==> src/rtl/boot_ld_pkg.sv <==
package boot_ld_pkg;

  typedef enum logic [2:0] {
    ST_IDLE    = 3'd0,
    ST_COPY    = 3'd1,
    ST_RELEASE = 3'd2,
    ST_RUN     = 3'd3,
    ST_CLEAR   = 3'd4,
    ST_HALT    = 3'd5
  } boot_state_e;

endpackage

==> src/rtl/boot_ld_walk_cnt.sv <==
// Word index shared by the copy walk and the wipe walk.
module boot_ld_walk_cnt #(
  parameter int CNT_W = 12
) (
  input  logic             clk,
  input  logic             rst,
  input  logic             clr,
  input  logic             inc,
  output logic [CNT_W-1:0] cnt
);

  always_ff @(posedge clk) begin
    if (rst || clr) begin
      cnt <= '0;
    end else if (inc) begin
      cnt <= cnt + 1'b1;
    end
  end

endmodule

==> src/rtl/boot_ld_fsm.sv <==
// Sequencer: IDLE -> COPY -> RELEASE -> RUN, then RUN -> CLEAR -> HALT on a secure failure.
module boot_ld_fsm
  import boot_ld_pkg::*;
#(
  parameter int COPY_WORDS = 4096,
  parameter int RAM_WORDS  = 131072,
  parameter int CNT_W      = 17
) (
  input  logic             clk,
  input  logic             rst,
  input  logic [CNT_W-1:0] cnt,
  input  logic             sec_en,
  input  logic             sec_fail,
  output boot_state_e      state,
  output logic             cnt_clr,
  output logic             cnt_inc,
  output logic             abort
);

  localparam logic [CNT_W-1:0] COPY_END  = CNT_W'(COPY_WORDS - 1);
  localparam logic [CNT_W-1:0] CLEAR_END = CNT_W'(RAM_WORDS - 1);

  boot_state_e state_nxt;
  logic        copy_last;
  logic        clear_last;

  assign copy_last  = (cnt == COPY_END);
  assign clear_last = (cnt == CLEAR_END);
  assign abort      = (state == ST_RUN) && sec_en && sec_fail;

  always_comb begin
    state_nxt = state;
    cnt_clr   = 1'b0;
    cnt_inc   = 1'b0;
    unique case (state)
      ST_IDLE: begin
        cnt_clr   = 1'b1;
        state_nxt = ST_COPY;
      end
      ST_COPY: begin
        cnt_inc = 1'b1;
        if (copy_last) state_nxt = ST_RELEASE;
      end
      ST_RELEASE: begin
        cnt_clr   = 1'b1;
        state_nxt = ST_RUN;
      end
      ST_RUN: begin
        cnt_clr = 1'b1;
        if (abort) state_nxt = ST_CLEAR;
      end
      ST_CLEAR: begin
        cnt_inc = 1'b1;
        if (clear_last) state_nxt = ST_HALT;
      end
      ST_HALT: begin
        state_nxt = ST_HALT;
      end
      default: begin
        state_nxt = ST_IDLE;
      end
    endcase
  end

  always_ff @(posedge clk) begin
    if (rst) begin
      state <= ST_IDLE;
    end else begin
      state <= state_nxt;
    end
  end

endmodule

==> src/rtl/boot_ld_ram_port.sv <==
// Registered write port and control outputs.
module boot_ld_ram_port
  import boot_ld_pkg::*;
#(
  parameter int DATA_W = 32,
  parameter int CNT_W  = 17,
  parameter int ADDR_W = 19
) (
  input  logic              clk,
  input  logic              rst,
  input  boot_state_e       state,
  input  logic              abort,
  input  logic [CNT_W-1:0]  cnt,
  input  logic [DATA_W-1:0] rom_data,
  output logic              ram_we,
  output logic [ADDR_W-1:0] ram_addr,
  output logic [DATA_W-1:0] ram_wdata,
  output logic              core0_run,
  output logic              halted
);

  logic copying;
  logic wiping;

  assign copying = (state == ST_COPY);
  assign wiping  = (state == ST_CLEAR);

  always_ff @(posedge clk) begin
    if (rst) begin
      ram_we    <= 1'b0;
      ram_addr  <= '0;
      ram_wdata <= '0;
      core0_run <= 1'b0;
      halted    <= 1'b0;
    end else begin
      ram_we    <= copying || wiping;
      ram_addr  <= {cnt, 2'b00};
      ram_wdata <= copying ? rom_data : '0;
      core0_run <= (state == ST_RELEASE) || ((state == ST_RUN) && !abort);
      halted    <= (state == ST_HALT);
    end
  end

endmodule

==> src/rtl/boot_copy_clear_ctrl.sv <==
module boot_copy_clear_ctrl
  import boot_ld_pkg::*;
#(
  parameter int DATA_W     = 32,
  parameter int COPY_WORDS = 4096,
  parameter int RAM_WORDS  = 131072,
  localparam int CNT_W     = $clog2(RAM_WORDS),
  localparam int ADDR_W    = CNT_W + 2
) (
  input  logic              clk,
  input  logic              rst,
  input  logic [DATA_W-1:0] rom_data,
  output logic              rom_next,
  input  logic              sec_en,
  input  logic              sec_fail,
  output logic              ram_we,
  output logic [ADDR_W-1:0] ram_addr,
  output logic [DATA_W-1:0] ram_wdata,
  output logic              core0_run,
  output logic              halted
);

  boot_state_e      state;
  logic [CNT_W-1:0] cnt;
  logic             cnt_clr;
  logic             cnt_inc;
  logic             abort;

  boot_ld_walk_cnt #(.CNT_W(CNT_W)) i_cnt (
    .clk (clk),
    .rst (rst),
    .clr (cnt_clr),
    .inc (cnt_inc),
    .cnt (cnt)
  );

  boot_ld_fsm #(
    .COPY_WORDS (COPY_WORDS),
    .RAM_WORDS  (RAM_WORDS),
    .CNT_W      (CNT_W)
  ) i_fsm (
    .clk      (clk),
    .rst      (rst),
    .cnt      (cnt),
    .sec_en   (sec_en),
    .sec_fail (sec_fail),
    .state    (state),
    .cnt_clr  (cnt_clr),
    .cnt_inc  (cnt_inc),
    .abort    (abort)
  );

  boot_ld_ram_port #(
    .DATA_W (DATA_W),
    .CNT_W  (CNT_W),
    .ADDR_W (ADDR_W)
  ) i_port (
    .clk       (clk),
    .rst       (rst),
    .state     (state),
    .abort     (abort),
    .cnt       (cnt),
    .rom_data  (rom_data),
    .ram_we    (ram_we),
    .ram_addr  (ram_addr),
    .ram_wdata (ram_wdata),
    .core0_run (core0_run),
    .halted    (halted)
  );

  // The ROM request is decoded straight from the state register.
  assign rom_next = (state == ST_COPY);

endmodule

==> config.mk <==
export PLATFORM = sky130hd
export DESIGN_NAME = boot_copy_clear_ctrl
export DESIGN_NICKNAME = d
export VERILOG_FILES = /design/src/rtl/boot_ld_pkg.sv /design/src/rtl/boot_ld_walk_cnt.sv /design/src/rtl/boot_ld_fsm.sv /design/src/rtl/boot_ld_ram_port.sv /design/src/rtl/boot_copy_clear_ctrl.sv
export SDC_FILE = /design/constraint.sdc
export NUM_CORES = 1
export LEC_CHECK = 0
export CAP_MARGIN = 20
export CORE_MARGIN = 5
export CORE_UTILIZATION = 30
export DETAILED_ROUTE_END_ITERATION = 7
export DONT_BUFFER_PORTS = 1
export PLACE_DENSITY = 0.44
export SYNTH_ARGS = -nofsm -noshare
export SYNTH_HDL_FRONTEND = slang
export SYNTH_SLANG_ARGS = --single-unit
==> constraint.sdc <==
create_clock -name clk -period 1.95 [get_ports clk]
set_input_delay 0.2925 -clock clk [delete_from_list [all_inputs] [get_ports clk]]
set_output_delay 0.2925 -clock clk [all_outputs]
set_load 0.01 [all_outputs]
==> results.md <==
- Rel. slew slack: 55.0%
- F_max: 542 MHz
- Ports: 91
- Final WS setup: 104 ps
- Core footprint: 7770 sq um
- Ys async rst share: 0%
- Sequential fraction of the synthesis area: 59.9%
- Fin util: 38.2%
- Worst vdd rail ir drop: 0.000367 V
- Seq cells post-synth: 72
- Multi-input gate area: 928 sq um
- RD Place Congestion: 0.754
- Clk pwr share: 47.1%
- Period utilization: 94.7%
- Initial antenna violation count: 0
- Post-Synthesis Cells: 237
- CTS max path bufs: 2
- R2R Setup Slk: 100 ps
- Most common cell after layout, fill and taps aside: dfxtp_1
- Most frequent cells in the layout: dfxtp_1, and2_1, nor2_1
- Dpl cell area: 2590 sq um
- Die ar.: 9920 sq um
- Die W: 99.6 microns
- Vias in the first global route: 1620
- Number of synthesized flops with an enable pin: 0
- Worst path arrival time: 2050 ps
- Initial DRT Pass Iterations: 4
- Worst Path Max Fanout: 5
- Status: finished, final reports clean
- Crit-path cells: ha_4, nand3_2, nor4_4, ha_1, mux2_2, a22oi_2, nor2_1
- Die Y-Extent: 99.6 microns
- Cells after DPL: 339
- Share of layout cells above drive strength 1: 17.9%
- Setup-failing EPs final: 0
- Critical Path Max Stage Delay: 390 ps
- Crit. End Element: flip-flop
- Total power: 0.00304 W
- Final wirelength: 5460 microns
- Pwr Density: 1020 nW/um^2
- Vias per cell: 4.62
- Initial Utilization: 31.0%
- Reg-to-reg endpoint: i_cnt.cnt[16]$_SDFFE_PP0P_
- PortBufs: 0
- Hold path depth: 1
- CTS tree: built
- Fin. Hold Viols: 0
- Switching power: 0.000647 W
- Top_reg_cell synth: dfxtp_1
- Worst slack, placed: 63.4 ps
- Clock Sinks: 72
- P_leak: 1.12 nW
- First-pass GRT wire length: 8350 microns
- Hold Path Sink: i_port.halted$_SDFF_PP0_
- Hold WC Path Type: input port to flip-flop
- Setup Skew: 8.23 ps
- Worst-Skew Late Latency: 340 ps
- N_diodes: 0
- Final Net Count: 296
- Critical Path RT: 2160 ps
- Fin area: 2970 sq um
- Synth Warn #: 0
- Synth area leader: dfxtp_1
- Top cells by area, synth: dfxtp_1, and2_1, nor2b_1
- Cts bufs inserted: 9
- Remaining Overflow, GRT: 0
- Synthesized area: 2410 sq um
- Crit Path Class: flip-flop to flip-flop
- Final HPWL DP: 3760 microns
- HP Start: rst
- R2r worst-path depth: 7
- Sw Ratio: 21.3%
- H-tree Lvls: 3
- Layout Cells excl Fill: 365
- Maximum capacitance violations: 0
- Combinational power share: 2.6%
- Avg Cell Area, Syn: 10.2 sq um
- Largest net degree at the start of global routing: 33
- FF/Latch Area: 1460 sq um
- Via count: 1687
- Max-slew violations: 0
- Wire per inst: 15.0 microns
- P_int: 0.00239 W
- Distinct cells, synth: 30
- Filler cells: 782
- Clk root buf: clkbuf_8
- Min cycle time layout: 1850 ps
- DRT iter0 DRCs: 47
- Overall Global Routing Usage: 11.0%
- CP startpoint kind: flip-flop
- Share of Yosys cell area claimed by the top area cell type: 59.9%
- Drc violations: 0
- Routed Antenna Nets: 0
- Clk slew on worst S/H paths: 70 ps
- Register share of total power: 50.4%
- Slew @ Worst Pin: 673 ps
- Critical-path top delay cell: dfxtp_2
- Worst r2r src: i_cnt.cnt[1]$_SDFFE_PP0P_
- Area grow syn2layout: 23.4%
- # rows: 32
==> power by group through the flow <==
stage	clock network, W	registers [W]	logic [W]
after floorplan	0	0.00156	0.0000628
after global placement	0	0.00157	0.0000673
after detailed placement	0	0.00157	0.0000686
after CTS	0.00149	0.00153	0.0000789
after global routing	0.00155	0.00153	0.0000884
final	0.00143	0.00153	0.0000781
==> cells by family (layout without fill, tap and decap cells) <==
kind of cell	Yosys count	count (layout)	share of synthesized area (%)
XOR/XNOR	8	8	3.22
multiplexers	2	2	0.935
other	1	2	0.156
buffers and inverters	20	45	3.59
flip-flops	72	72	59.9
AND/OR/NAND/NOR	109	109	25.4
adder cells (fa/ha/maj)	2	2	1.04
AO/OA/AOI/OAI	23	23	5.82
==> synthesized netlist by cell type, drive strengths merged (2+ instances only) <==
library cell  number
a21o               2
or4                3
nand3              8
nand2b             2
ha                 2
xnor2              8
nand2              5
inv                6
o31ai              3
dfxtp             72
or3                5
clkbuf            11
nand4              6
nor3               5
and2              32
buf                3
nor2              21
o21ai              4
a21oi              9
nor4               6
mux2               2
nor2b             13
a22oi              3
==> per-layer routing <==
metal / share of wire [%] / GRT usage [%]
met5: 0 / 0
met4: 2.1 / 5.67
met3: 6.4 / 4.42
met2: 50 / 17.9
met1: 42 / 12.4
==> how the worst max path moves through the flow <==
| stage | start | end | slack (ps) | cells past startpoint |
|---|---|---|---|---|
| floorplan | i_cnt.cnt[5]$_SDFFE_PP0P_ | i_cnt.cnt[16]$_SDFFE_PP0P_ | 5 | 8 |
| global placement | i_cnt.cnt[9]$_SDFFE_PP0P_ | i_cnt.cnt[16]$_SDFFE_PP0P_ | 80 | 7 |
| detailed placement | i_cnt.cnt[1]$_SDFFE_PP0P_ | i_cnt.cnt[16]$_SDFFE_PP0P_ | 60 | 7 |
| CTS | i_cnt.cnt[1]$_SDFFE_PP0P_ | i_cnt.cnt[16]$_SDFFE_PP0P_ | 0.04 | 7 |
| global route | i_cnt.cnt[1]$_SDFFE_PP0P_ | i_cnt.cnt[16]$_SDFFE_PP0P_ | -20 | 7 |
| finish | i_cnt.cnt[1]$_SDFFE_PP0P_ | i_cnt.cnt[16]$_SDFFE_PP0P_ | 100 | 7 |
==> area by class of cell <==
cell class	instances	area share, %
clock buffer	10	4.30
timing repair buffer	23	6.49
tap	102	4.30
clock inverter	6	3.88
sequential	72	49.0
multi-input combinational	146	31.3
inverter	6	0.758
==> through the flow <==
| stage | hold slack (ps) | TNS [ps] |
|---|---|---|
| 3_5_place_dp | 365 | 0 |
| 5_1_grt | 6.39 | -21.3 |
| 2_1_floorplan | 414 | 0 |
| 6_report | 30.9 | 0 |
| 3_3_place_gp | 365 | 0 |
| 4_1_cts | 3.50 | 0 |
==> critical path: cells and delay by family (launching register included) <==
family	cells	cell delay, ps
simple gates	3	450
fa+ha+maj	2	440
flops	1	390
mux	1	280
compound gates	1	140
==> sequential cells by signal, indices dropped and copies added (netlist names) <==
name	count
i_port.core0_run	1
i_fsm.state	3
i_port.ram_wdata	32
i_port.ram_we	1
i_port.ram_addr	17
i_port.halted	1
i_cnt.cnt	17
==> what timing repair did <==
action                                  CTS  global route
resized for setup                         0            12
endpoints found under the hold margin    24             0
endpoints found under the setup margin    0             2
hold buffers                              8             0
buffers inserted                          0             2
Note: power is estimated with default switching activity, not from simulation.
